[src/rtl/mpu_bus_pkg.sv]
package mpu_bus_pkg;

  // Which half of a byte the next nibble-mode transfer carries.
  typedef enum logic {
    PH_HI = 1'b0,
    PH_LO = 1'b1
  } nib_phase_e;

endpackage

[src/rtl/mpu_bus_sync.sv]
module mpu_bus_sync #(
  parameter int STAGES = 2
) (
  input  logic clk,
  input  logic rst_n,
  input  logic async_i,
  output logic level_o,
  output logic rise_o,
  output logic fall_o
);

  logic [STAGES-1:0] stg_q;
  logic [STAGES-1:0] stg_d;
  logic              dly_q;

  generate
    if (STAGES == 1) begin : g_one
      assign stg_d = async_i;
    end else begin : g_many
      assign stg_d = {stg_q[STAGES-2:0], async_i};
    end
  endgenerate

  always_ff @(posedge clk or negedge rst_n) begin
    if (!rst_n) begin
      stg_q <= '0;
      dly_q <= 1'b0;
    end else begin
      stg_q <= stg_d;
      dly_q <= stg_q[STAGES-1];
    end
  end

  assign level_o = stg_q[STAGES-1];
  assign rise_o  = stg_q[STAGES-1] & ~dly_q;
  assign fall_o  = ~stg_q[STAGES-1] & dly_q;

endmodule

[src/rtl/mpu_bus_phase.sv]
module mpu_bus_phase
  import mpu_bus_pkg::*;
(
  input  logic       clk,
  input  logic       rst_n,
  input  logic       nibble_mode_i,
  input  logic       adv_i,
  output nib_phase_e phase_o
);

  logic       mode_q;
  nib_phase_e phase_q;
  nib_phase_e phase_d;

  always_comb begin
    phase_d = phase_q;
    if (nibble_mode_i != mode_q) begin
      phase_d = PH_HI;
    end else if (adv_i && nibble_mode_i) begin
      phase_d = (phase_q == PH_HI) ? PH_LO : PH_HI;
    end
  end

  always_ff @(posedge clk or negedge rst_n) begin
    if (!rst_n) begin
      mode_q  <= 1'b0;
      phase_q <= PH_HI;
    end else begin
      mode_q  <= nibble_mode_i;
      phase_q <= phase_d;
    end
  end

  assign phase_o = phase_q;

endmodule

[src/rtl/mpu_bus_rd_path.sv]
module mpu_bus_rd_path #(
  parameter int DW = 8
) (
  input  logic          clk,
  input  logic          rst_n,
  input  logic          start_i,
  input  logic          stop_i,
  input  logic          nibble_i,
  input  logic          lo_i,
  input  logic [DW-1:0] src_i,
  output logic [DW-1:0] bus_d_o,
  output logic          oe_o
);

  localparam int NW = DW / 2;

  logic [DW-1:0] hold_q, hold_d;
  logic [DW-1:0] dout_q, dout_d;
  logic          oe_q, oe_d;

  always_comb begin
    hold_d = hold_q;
    dout_d = dout_q;
    oe_d   = oe_q;
    if (stop_i) begin
      oe_d = 1'b0;
    end
    if (start_i) begin
      oe_d = 1'b1;
      if (nibble_i && lo_i) begin
        dout_d = {hold_q[NW-1:0], {NW{1'b0}}};
      end else begin
        hold_d = src_i;
        dout_d = nibble_i ? {src_i[DW-1 -: NW], {NW{1'b0}}} : src_i;
      end
    end
  end

  always_ff @(posedge clk or negedge rst_n) begin
    if (!rst_n) begin
      hold_q <= '0;
      dout_q <= '0;
      oe_q   <= 1'b0;
    end else begin
      hold_q <= hold_d;
      dout_q <= dout_d;
      oe_q   <= oe_d;
    end
  end

  assign bus_d_o = dout_q;
  assign oe_o    = oe_q;

endmodule

[src/rtl/mpu_bus_slave.sv]
module mpu_bus_slave
  import mpu_bus_pkg::*;
#(
  parameter int DW          = 8,
  parameter int SYNC_STAGES = 2
) (
  input  logic          clk,
  input  logic          rst_n,
  input  logic          nibble_mode_i,
  input  logic          bus_rs_i,
  input  logic          bus_rw_i,
  input  logic          bus_en_i,
  input  logic [DW-1:0] bus_d_i,
  output logic [DW-1:0] bus_d_o,
  output logic          bus_d_oe_o,
  input  logic          busy_i,
  input  logic [DW-2:0] addr_cnt_i,
  input  logic [DW-1:0] rd_data_i,
  output logic          wr_ir_stb_o,
  output logic          wr_dr_stb_o,
  output logic [DW-1:0] wr_byte_o,
  output logic          rd_dr_stb_o
);

  localparam int NW = DW / 2;

  logic       en_level, en_rise, en_fall;
  logic       rs_q, rw_q;
  nib_phase_e phase;
  logic       lo_phase;
  logic       xfer_last;
  logic       wr_take;
  logic       phase_adv;

  logic [NW-1:0] hi_q;
  logic [DW-1:0] byte_next;
  logic [DW-1:0] byte_q;
  logic          ir_stb_d, dr_stb_d, rd_stb_d;
  logic          ir_stb_q, dr_stb_q, rd_stb_q;
  logic [DW-1:0] rd_src;

  mpu_bus_sync #(.STAGES(SYNC_STAGES)) i_en_sync (
    .clk     (clk),
    .rst_n   (rst_n),
    .async_i (bus_en_i),
    .level_o (en_level),
    .rise_o  (en_rise),
    .fall_o  (en_fall)
  );

  // Select and direction are held for the whole transfer once enable rises.
  always_ff @(posedge clk or negedge rst_n) begin
    if (!rst_n) begin
      rs_q <= 1'b0;
      rw_q <= 1'b0;
    end else if (en_rise) begin
      rs_q <= bus_rs_i;
      rw_q <= bus_rw_i;
    end
  end

  assign lo_phase  = (phase == PH_LO);
  assign xfer_last = ~nibble_mode_i | lo_phase;
  assign wr_take   = en_fall & ~rw_q & ~busy_i;
  assign phase_adv = en_fall & (rw_q | ~busy_i);

  mpu_bus_phase i_phase (
    .clk           (clk),
    .rst_n         (rst_n),
    .nibble_mode_i (nibble_mode_i),
    .adv_i         (phase_adv),
    .phase_o       (phase)
  );

  // Write assembly
  assign byte_next = nibble_mode_i ? {hi_q, bus_d_i[DW-1 -: NW]} : bus_d_i;

  always_comb begin
    ir_stb_d = wr_take & xfer_last & ~rs_q;
    dr_stb_d = wr_take & xfer_last &  rs_q;
    rd_stb_d = en_fall & rw_q & rs_q & xfer_last;
  end

  always_ff @(posedge clk or negedge rst_n) begin
    if (!rst_n) begin
      hi_q <= '0;
    end else if (wr_take && nibble_mode_i && !lo_phase) begin
      hi_q <= bus_d_i[DW-1 -: NW];
    end
  end

  always_ff @(posedge clk or negedge rst_n) begin
    if (!rst_n) begin
      byte_q <= '0;
    end else if (wr_take && xfer_last) begin
      byte_q <= byte_next;
    end
  end

  always_ff @(posedge clk or negedge rst_n) begin
    if (!rst_n) begin
      ir_stb_q <= 1'b0;
      dr_stb_q <= 1'b0;
      rd_stb_q <= 1'b0;
    end else begin
      ir_stb_q <= ir_stb_d;
      dr_stb_q <= dr_stb_d;
      rd_stb_q <= rd_stb_d;
    end
  end

  // Read source: status word or data byte
  assign rd_src = bus_rs_i ? rd_data_i : {busy_i, addr_cnt_i};

  mpu_bus_rd_path #(.DW(DW)) i_rd_path (
    .clk      (clk),
    .rst_n    (rst_n),
    .start_i  (en_rise & bus_rw_i),
    .stop_i   (en_fall),
    .nibble_i (nibble_mode_i),
    .lo_i     (lo_phase),
    .src_i    (rd_src),
    .bus_d_o  (bus_d_o),
    .oe_o     (bus_d_oe_o)
  );

  assign wr_ir_stb_o = ir_stb_q;
  assign wr_dr_stb_o = dr_stb_q;
  assign wr_byte_o   = byte_q;
  assign rd_dr_stb_o = rd_stb_q;

  logic unused_level;
  assign unused_level = en_level;

endmodule

[config.mk]
export PLATFORM = sky130hd
export DESIGN_NAME = mpu_bus_slave
export DESIGN_NICKNAME = d
export VERILOG_FILES = /design/src/rtl/mpu_bus_pkg.sv /design/src/rtl/mpu_bus_sync.sv /design/src/rtl/mpu_bus_phase.sv /design/src/rtl/mpu_bus_rd_path.sv /design/src/rtl/mpu_bus_slave.sv
export SDC_FILE = /design/constraint.sdc
export NUM_CORES = 1
export LEC_CHECK = 0
export BUFFER_PORTS_ARGS = -buffer_cell sky130_fd_sc_hd__buf_2
export CAP_MARGIN = 0
export CELL_PAD_IN_SITES_DETAIL_PLACEMENT = 0
export CELL_PAD_IN_SITES_GLOBAL_PLACEMENT = 1
export CORE_UTILIZATION = 39
export DETAILED_ROUTE_END_ITERATION = 16
export PLACE_DENSITY_LB_ADDON = 0.08
export SYNTH_ARGS = -nofsm -noshare
export SYNTH_HDL_FRONTEND = slang
export SYNTH_SLANG_ARGS = --single-unit
[constraint.sdc]
create_clock -name clk -period 1.91 [get_ports clk]
set_clock_uncertainty 0.1 [all_clocks]
set_input_delay 0.191 -clock clk [delete_from_list [all_inputs] [get_ports clk]]
set_output_delay 0.191 -clock clk [all_outputs]
set_load 0.1 [all_outputs]
==> out/qor.txt, run 1 <==
Share of post-route cells with drive strength above 1: 0.446
DR pass1 iterations: 4
Via count: 1148
Syn_area_per_cell: 12.2 sq um
Cells after Synth: 130
Initial DRC count: 53
Placed cells: 222
Startpoint Class: register
Die W: 65.9 microns
Crit Path Max Fanout: 6
CP Capture Point: hi_q[2]
Drt drc: 0
R2R depth: 3
Die Area: 4340 sq um
Total global routing overflow: 0
Port bufs: 49
Pwr per Cell Area: 1320 nW/um^2
Final wirelength: 3.18 mm
Placeable Area: 3800 sq um
Reg-to-reg critical path startpoint: i_en_sync.stg_q[1]
Critical path startpoint: i_en_sync.stg_q[1]
Antenna diode count: 0
Slew Limit Fails: 0
Critical path capture point type: register
First-pass GRT wire length: 5.26 mm
DP HPWL: 2.31 mm
Vias in the first global route: 1216
CTS tree: done
Placed inst area: 1860 sq um
Syn Nets: 160
Number of gates resized after cts: 0
Reg clk slew, reported paths: 0.06 ns
Worst slew margin: 0.485
Setup TNS: 0 ns
Final setup violation count: 0
DIE HEIGHT: 65.9 microns
Peak VDD IR: 0.00102 V
# IOs: 50
Max cap viols: 0
DRT met1 WL: 1.41 mm
TritonCTS buffer count: 5
CP Data Required Time: 1.98 ns
Gr usage total: 0.165
Static leakage: 0.00102 uW
Seq/Total Area, Yosys: 0.550
R2R Setup Slk: 0.41 ns
Post-Layout Cell Count: 232
Area grow syn2layout: 24.5%
Bufs on Longest Clock Path: 2
Worst skew pair latency: 0.28 ns
Worst setup path category: register to register
Synth Cell Area: 1590 sq um
# Post-CTS Setup Buffers: 0
Wire length on met2: 1.55 mm
Fin nets: 213
Top Metal Used: met4
Avg WL per Cell: 13.7 microns
Synth area leader: dfrtp_1
Measured slew at the worst slew-check pin: 0.773 ns
Tcrit/Tclk final: 0.787
Initial antenna violation count: 0
Post-synthesis cell type count: 26
Post-route cell area: 1980 sq um
Top cells by area, synth: dfrtp_1 (55%), mux2_2 (9.2%), mux2_4 (7.5%)
Hold-fix buffers at CTS: 2
FMAX: 665 MHz
ANT nets after route: 0
Reg2reg end: hi_q[2]
Hold Crit Class: primary input to register
Final Wtd Congestion: 0.771
Initial core utilization: 0.419
RSZ-0062 raised after global routing: no
Yosys warnings: 0
# H-tree levels: 2
# rows: 22
DR WL met3: 192 microns
Synthesized flop and latch total: 35
Vias per cell: 4.95
CTS sink count: 35
Area fraction of the dominant cell type after synthesis: 0.550
CTS root buffer: clkbuf_8
Fin. Hold Viols: 0
CP Data Arrival Time: 1.57 ns
Status: finished, final reports clean
Final Critical Period: 1.50 ns
Largest net degree at the start of global routing: 36
## where the power goes
group          switching (uW)  total [uW]  leakage (uW)  internal (uW)
clock network             245         574     0.0000515            329
registers                79.0         965      0.000432            886
logic                     837        1080      0.000536            247
## layer usage
| layer | up-vias | track usage |
|---|---|---|
| li1 | 557 | - |
| met1 | 549 | 0.185 |
| met2 | 38 | 0.286 |
| met3 | 4 | 0.0586 |
| met4 | 0 | 0.0571 |
| met5 | - | 0 |
## cells in the mapped netlist
cell      instances
buf_2             1
nor2b_1           5
and2_2            1
mux2_2           13
mux2_4            8
and2b_1           1
buf_6             3
dfrtp_1          35
nor2b_4           1
nand4b_1          1
nor3_1            1
o211ai_1          1
mux2i_1           4
inv_1             1
nor2_1            5
a211oi_1          4
o21ai_0           8
o31ai_1           4
a21oi_1           8
nand2b_1          2
nand3_1           2
and3b_1           1
clkbuf_1          3
nand3b_4          1
nand2_1          15
nand3b_1          1
## state kept, by name, summed over array words and instances (netlist names)
| signal | count |
|---|---|
| i_phase.phase_o | 1 |
| rd_dr_stb_o | 1 |
| wr_ir_stb_o | 1 |
| i_rd_path.bus_d_o | 8 |
| i_rd_path.hold_q | 4 |
| wr_byte_o | 8 |
| i_rd_path.oe_o | 1 |
| i_en_sync.dly_q | 1 |
| rs_q | 1 |
| rw_q | 1 |
| wr_dr_stb_o | 1 |
| hi_q | 4 |
| i_en_sync.stg_q | 2 |
| i_phase.mode_q | 1 |
## cell usage in the layout (no fill, tap or decap), types with 2 or more instances in the layout
cell,netlist,final
mux2_4,8,8
nand2b_1,2,2
dfrtp_1,35,35
a211oi_1,4,4
buf_2,1,49
nor2_1,5,5
buf_4,0,2
nor2b_1,5,5
o21ai_0,8,8
clkbuf_8,0,7
mux2_2,13,13
nand3_1,2,2
a21oi_1,8,8
o31ai_1,4,4
dlygate4sd3_1,0,2
nand2_1,15,15
mux2i_1,4,4
## area by class of cell
| cell class | instances | area (sq um) |
|---|---|---|
| clock buffer | 8 | 100 |
| fill | 350 | 1820 |
| inverter | 1 | 3.75 |
| multi-input combinational | 87 | 662 |
| sequential | 35 | 876 |
| tap | 48 | 60.1 |
| timing repair buffer | 53 | 280 |
## worst max-delay path: stages, from the launching register on
cell	delay [ns]
dfrtp_1	0.42
and2b_1	0.29
nand3_1	0.24
mux2_2	0.34
## how the worst min path moves through the flow
stage,start,end,slack (ns),cells after the start
floorplan,rst_n,hi_q[0],-0.20,0
finish,nibble_mode_i,i_phase.mode_q,0.02,1
detailed placement,bus_en_i,i_en_sync.stg_q[0],0.20,1
global placement,rst_n,i_rd_path.bus_d_o[4],0.20,1
global route,nibble_mode_i,i_phase.mode_q,0.01,1
CTS,nibble_mode_i,i_phase.mode_q,0.009,1
## through the flow
step | hold slack, ns | total power [uW] | utilization | setup slack (ns)
3_5_place_dp | 0.200 | 2070 | 0.490 | 0.403
6_report | 0.0172 | 2620 | 0.522 | 0.406
2_1_floorplan | -0.205 | 1870 | - | 0.525
3_3_place_gp | 0.200 | 2050 | 0.490 | 0.426
5_1_grt | 0.0136 | 2740 | 0.522 | 0.297
4_1_cts | 0.00868 | 2650 | 0.522 | 0.391
## logic make-up after synthesis
family | synth area share
AOI/OAI and AO/OA | 0.0928
DFF | 0.550
and+or+nand+nor | 0.131
muxes | 0.193
buffers and inverters | 0.0338
(Power assumes the default switching activity.)
==> run 2: changes to the inputs <==
--- a/config.mk
+++ b/config.mk
@@ -5,11 +5,12 @@
 export SDC_FILE = /design/constraint.sdc
 export NUM_CORES = 1
 export LEC_CHECK = 0
+export ABC_AREA = 1
 export BUFFER_PORTS_ARGS = -buffer_cell sky130_fd_sc_hd__buf_2
 export CAP_MARGIN = 0
 export CELL_PAD_IN_SITES_DETAIL_PLACEMENT = 0
 export CELL_PAD_IN_SITES_GLOBAL_PLACEMENT = 1
-export CORE_UTILIZATION = 39
+export CORE_UTILIZATION = 32
 export DETAILED_ROUTE_END_ITERATION = 16
 export PLACE_DENSITY_LB_ADDON = 0.08
 export SYNTH_ARGS = -nofsm -noshare
==> constraint.sdc (replaced) <==
create_clock -name clk -period 1.23 [get_ports clk]
set_clock_uncertainty 0.1 [all_clocks]
set_input_delay 0.123 -clock clk [delete_from_list [all_inputs] [get_ports clk]]
set_output_delay 0.123 -clock clk [all_outputs]
set_load 0.1 [all_outputs]
==> run 2 against run 1 <==
Against the previous run:
- the run now ends with negative setup slack left
- synthesized area increased by 2.3%
- first-iteration DRC count grew 74%
- non-clock buffer count grew 17
- fmax rose by 22%
- worst setup slack lost 0.41 ns
- global-route usage decreased by 0.62 points
- via count is 32% higher
- final cell count grew 52%
- core utilization increased by 2.5 points
- routed wire length rose by 21%
- die area up 24%
- design area rose by 33%
==> out/qor.txt, run 2 <==
Status: finished, violations left (was finished, final reports clean)
Failing checks: negative setup slack
Area fraction of the dominant cell type after synthesis: 0.538 (was 0.550)
Vias per cell: 4.31 (was 4.95)
TritonCTS buffer count: 5 (unchanged)
CTS sink count: 35 (unchanged)
Startpoint Class: register (unchanged)
DIE HEIGHT: 73.3 microns (was 65.9 microns)
ANT nets after route: 0 (unchanged)
Syn_area_per_cell: 7.75 sq um (was 12.2 sq um)
Via count: 1518 (was 1148)
Fin nets: 314 (was 213)
Crit Path Max Fanout: 6 (unchanged)
GRT busiest layer: met2 (unchanged)
Drt drc: 0 (unchanged)
CP Data Required Time: 1.34 ns (was 1.98 ns)
Yosys warnings: 0 (unchanged)
Synth Cell Area: 1630 sq um (was 1590 sq um)
CP Data Arrival Time: 1.35 ns (was 1.57 ns)
Antenna diode count: 0 (unchanged)
GR met2 Demand/Resource: 0.266 (was 0.286)
# H-tree levels: 2 (unchanged)
Worst setup margin: -0.00253 ns (was 0.406 ns)
First-pass GRT wire length: 6.42 mm (was 5.26 mm)
Synth area leader: dfrtp_1 (unchanged)
PnR Total Power: 4300 uW (was 2620 uW)
Cells after Synth: 210 (was 130)
Initial DRC count: 92 (was 53)
Final Critical Period: 1.23 ns (was 1.50 ns)
Most frequent cell after synthesis: nand2_1 (was dfrtp_1)
Measured slew at the worst slew-check pin: 0.370 ns (was 0.773 ns)
Commonest cells post-synth: nand2_1 (109), dfrtp_1 (35), nand3_1 (23), inv_1 (11), nor2_1 (8) (was dfrtp_1 (35), nand2_1 (15), mux2_2 (13))
Hold path cells: 3 (was 1)
Worst slew margin: 0.754 (was 0.485)
R2R depth: 6 (was 3)
Top cells by area, synth: dfrtp_1 (54%), nand2_1 (25%), nand3_1 (7.1%) (was dfrtp_1 (55%), mux2_2 (9.2%), mux2_4 (7.5%))
Place WS: -0.0483 ns (was 0.403 ns)
# IOs: 50 (unchanged)
Initial antenna violation count: 0 (unchanged)
Die W: 73.3 microns (was 65.9 microns)
Vias in the first global route: 1459 (was 1216)
Final Wtd Congestion: 0.760 (was 0.771)
Final wirelength: 3.86 mm (was 3.18 mm)
Pwr per Cell Area: 1630 nW/um^2 (was 1320 nW/um^2)
Met1 Usage GRT: 0.197 (was 0.185)
Peak VDD IR: 0.000707 V (was 0.00102 V)
Top FF cell, synth: dfrtp_1 (unchanged)
Reg area: 898 sq um (was 876 sq um)
Static leakage: 0.00137 uW (was 0.00102 uW)
Placeable Area: 4820 sq um (was 3800 sq um)
Seq/Total Area, Yosys: 0.538 (was 0.550)
RSZ-0062 raised after global routing: yes (was no)
Hold_sp: bus_d_i[6] (was nibble_mode_i)
Avg WL per Cell: 11.0 microns (was 13.7 microns)
Share of post-route cells with drive strength above 1: 0.425 (was 0.446)
Tcrit/Tclk final: 1.00 (was 0.787)
Worst Hold Slack: 0.0120 ns (was 0.0172 ns)
FMAX: 811 MHz (was 665 MHz)
Post-synthesis cell type count: 17 (was 26)
DR pass1 iterations: 4 (unchanged)
# rows: 25 (was 22)
Number of synthesized flops with an enable pin: 0 (unchanged)
Commonest non-fill, non-tap cell in the layout: nand2_1 (was buf_2)
Reg2reg end: i_rd_path.bus_d_o[5] (was hi_q[2])
Port bufs: 49 (unchanged)
DP HPWL: 3.00 mm (was 2.31 mm)
R2R Setup Slk: -0.003 ns (was 0.41 ns)
Leading cell types in the layout, fill and taps excluded: nand2_1 (103), buf_2 (29), buf_12 (22) (was buf_2 (49), dfrtp_1 (35), nand2_1 (15))
Die Area: 5380 sq um (was 4340 sq um)
Hold Crit Class: primary input to register (unchanged)
Synthesized flop and latch total: 35 (unchanged)
Reg clk slew, reported paths: 0.07 ns (was 0.06 ns)
Worst setup path category: register to register (unchanged)
Worst skew pair latency: 0.28 ns (about the same)
Total global routing overflow: 0 (unchanged)
Gr usage total: 0.158 (was 0.165)
Reg-to-reg critical path startpoint: i_en_sync.dly_q (was i_en_sync.stg_q[1])
Area of the multi-input gates: 733 sq um (was 662 sq um)
Slew Limit Fails: 0 (unchanged)
WHS Endpoint: hi_q[2] (was i_phase.mode_q)
Largest net degree at the start of global routing: 22 (was 36)
Syn Nets: 240 (was 160)
CTS root buffer: clkbuf_8 (unchanged)
Initial core utilization: 0.338 (was 0.419)
Setup TNS: -0.00274 ns (was 0 ns)
Bufs on Longest Clock Path: 2 (unchanged)
Met3 Track Usage GR: 0.0412 (was 0.0586)
Async SR Flop Fraction: 1.00 (unchanged)
Fin. Hold Viols: 0 (unchanged)
Max cap viols: 0 (unchanged)
Layout fillers: 445 (was 350)
CTS tree: done (unchanged)
Area grow syn2layout: 61.7% (was 24.5%)
Critical path capture point type: register (unchanged)
Final setup violation count: 2 (was 0)
-- run 2: cell count changes after synthesis, sizes merged, moves of 2 or more --
cell and change:
nand3 +22, nor2b -6, mux2i -4, inv +17, nand2b -2, nor2 +6
o31ai -4, clkbuf -3, o21ai -3, nand3b -2, a211oi -4, mux2 -21
nand2 +96, a21oi -8
-- run 2: routing by layer --
metal  routed length, microns  vias up
li1                         -      795
met1                     1720      678
met2                     1880       39
met3                      192        6
met4                       60        0
met5                        0        -
-- run 2: logic make-up (layout without fill, tap and decap cells) --
| logic type | count (synthesis) | count (layout) | synth area share |
|---|---|---|---|
| AOI/OAI and AO/OA | 6 | 6 | 0.0200 |
| buffers and inverters | 22 | 96 | 0.0553 |
| DFF | 35 | 35 | 0.538 |
| and+or+nand+nor | 147 | 148 | 0.387 |
-- run 2: cell type report --
cell class              count  share of cell area
clock buffers               8              0.0380
multi-input cells         154               0.279
inverters                  18              0.0266
well taps                  67              0.0318
repair buffers             70               0.284
flip-flops and latches     35               0.341
-- run 2: how the worst max path moves through the flow --
stage                       start              endpoint  slack (ns)  cells after the start
3_5_place_dp   i_en_sync.stg_q[1]               hi_q[0]       -0.05                      6
4_1_cts                      rw_q          wr_byte_o[1]       0.004                      7
2_1_floorplan  i_en_sync.stg_q[1]          wr_byte_o[2]        0.04                      6
3_3_place_gp   i_en_sync.stg_q[1]          wr_byte_o[1]       -0.01                      6
5_1_grt        i_en_sync.stg_q[1]          wr_byte_o[6]       -0.08                      7
6_report          i_en_sync.dly_q  i_rd_path.bus_d_o[5]      -0.003                      6
-- run 2: stage by stage --
| step | area (sq um) | utilization | std cells |
|---|---|---|---|
| global placement | 2380 | 0.494 | 337 |
| finish | 2630 | 0.546 | 352 |
| detailed placement | 2380 | 0.494 | 337 |
| global route | 2630 | 0.546 | 352 |
| floorplan | 1650 | - | 210 |
| CTS | 2560 | 0.531 | 351 |
-- run 2: worst max-delay path, stage by stage (launching register included) --
cell and delay (ns):
dfrtp_1 0.43, inv_2 0.08, nand3_2 0.15, buf_4 0.19, inv_2 0.06, nand3_1 0.09, nand2_1 0.06
-- run 2: report_power, final --
part	total (uW)	leakage (uW)	internal [uW]	switching (uW)
Sequential	1550	0.000420	1370	184
Combinational	1850	0.000901	664	1190
Clock	895	0.0000515	511	384
-- run 2: what timing repair did --
item | 4_1_cts | 5_1_grt
pin swaps | 2 | 7
endpoints found under the hold margin | 37 | 0
endpoints found under the setup margin | 12 | 26
buffers inserted | 2 | 1
hold buffers | 3 | 0
gates resized for setup | 4 | 19
cloned | 1 | 0
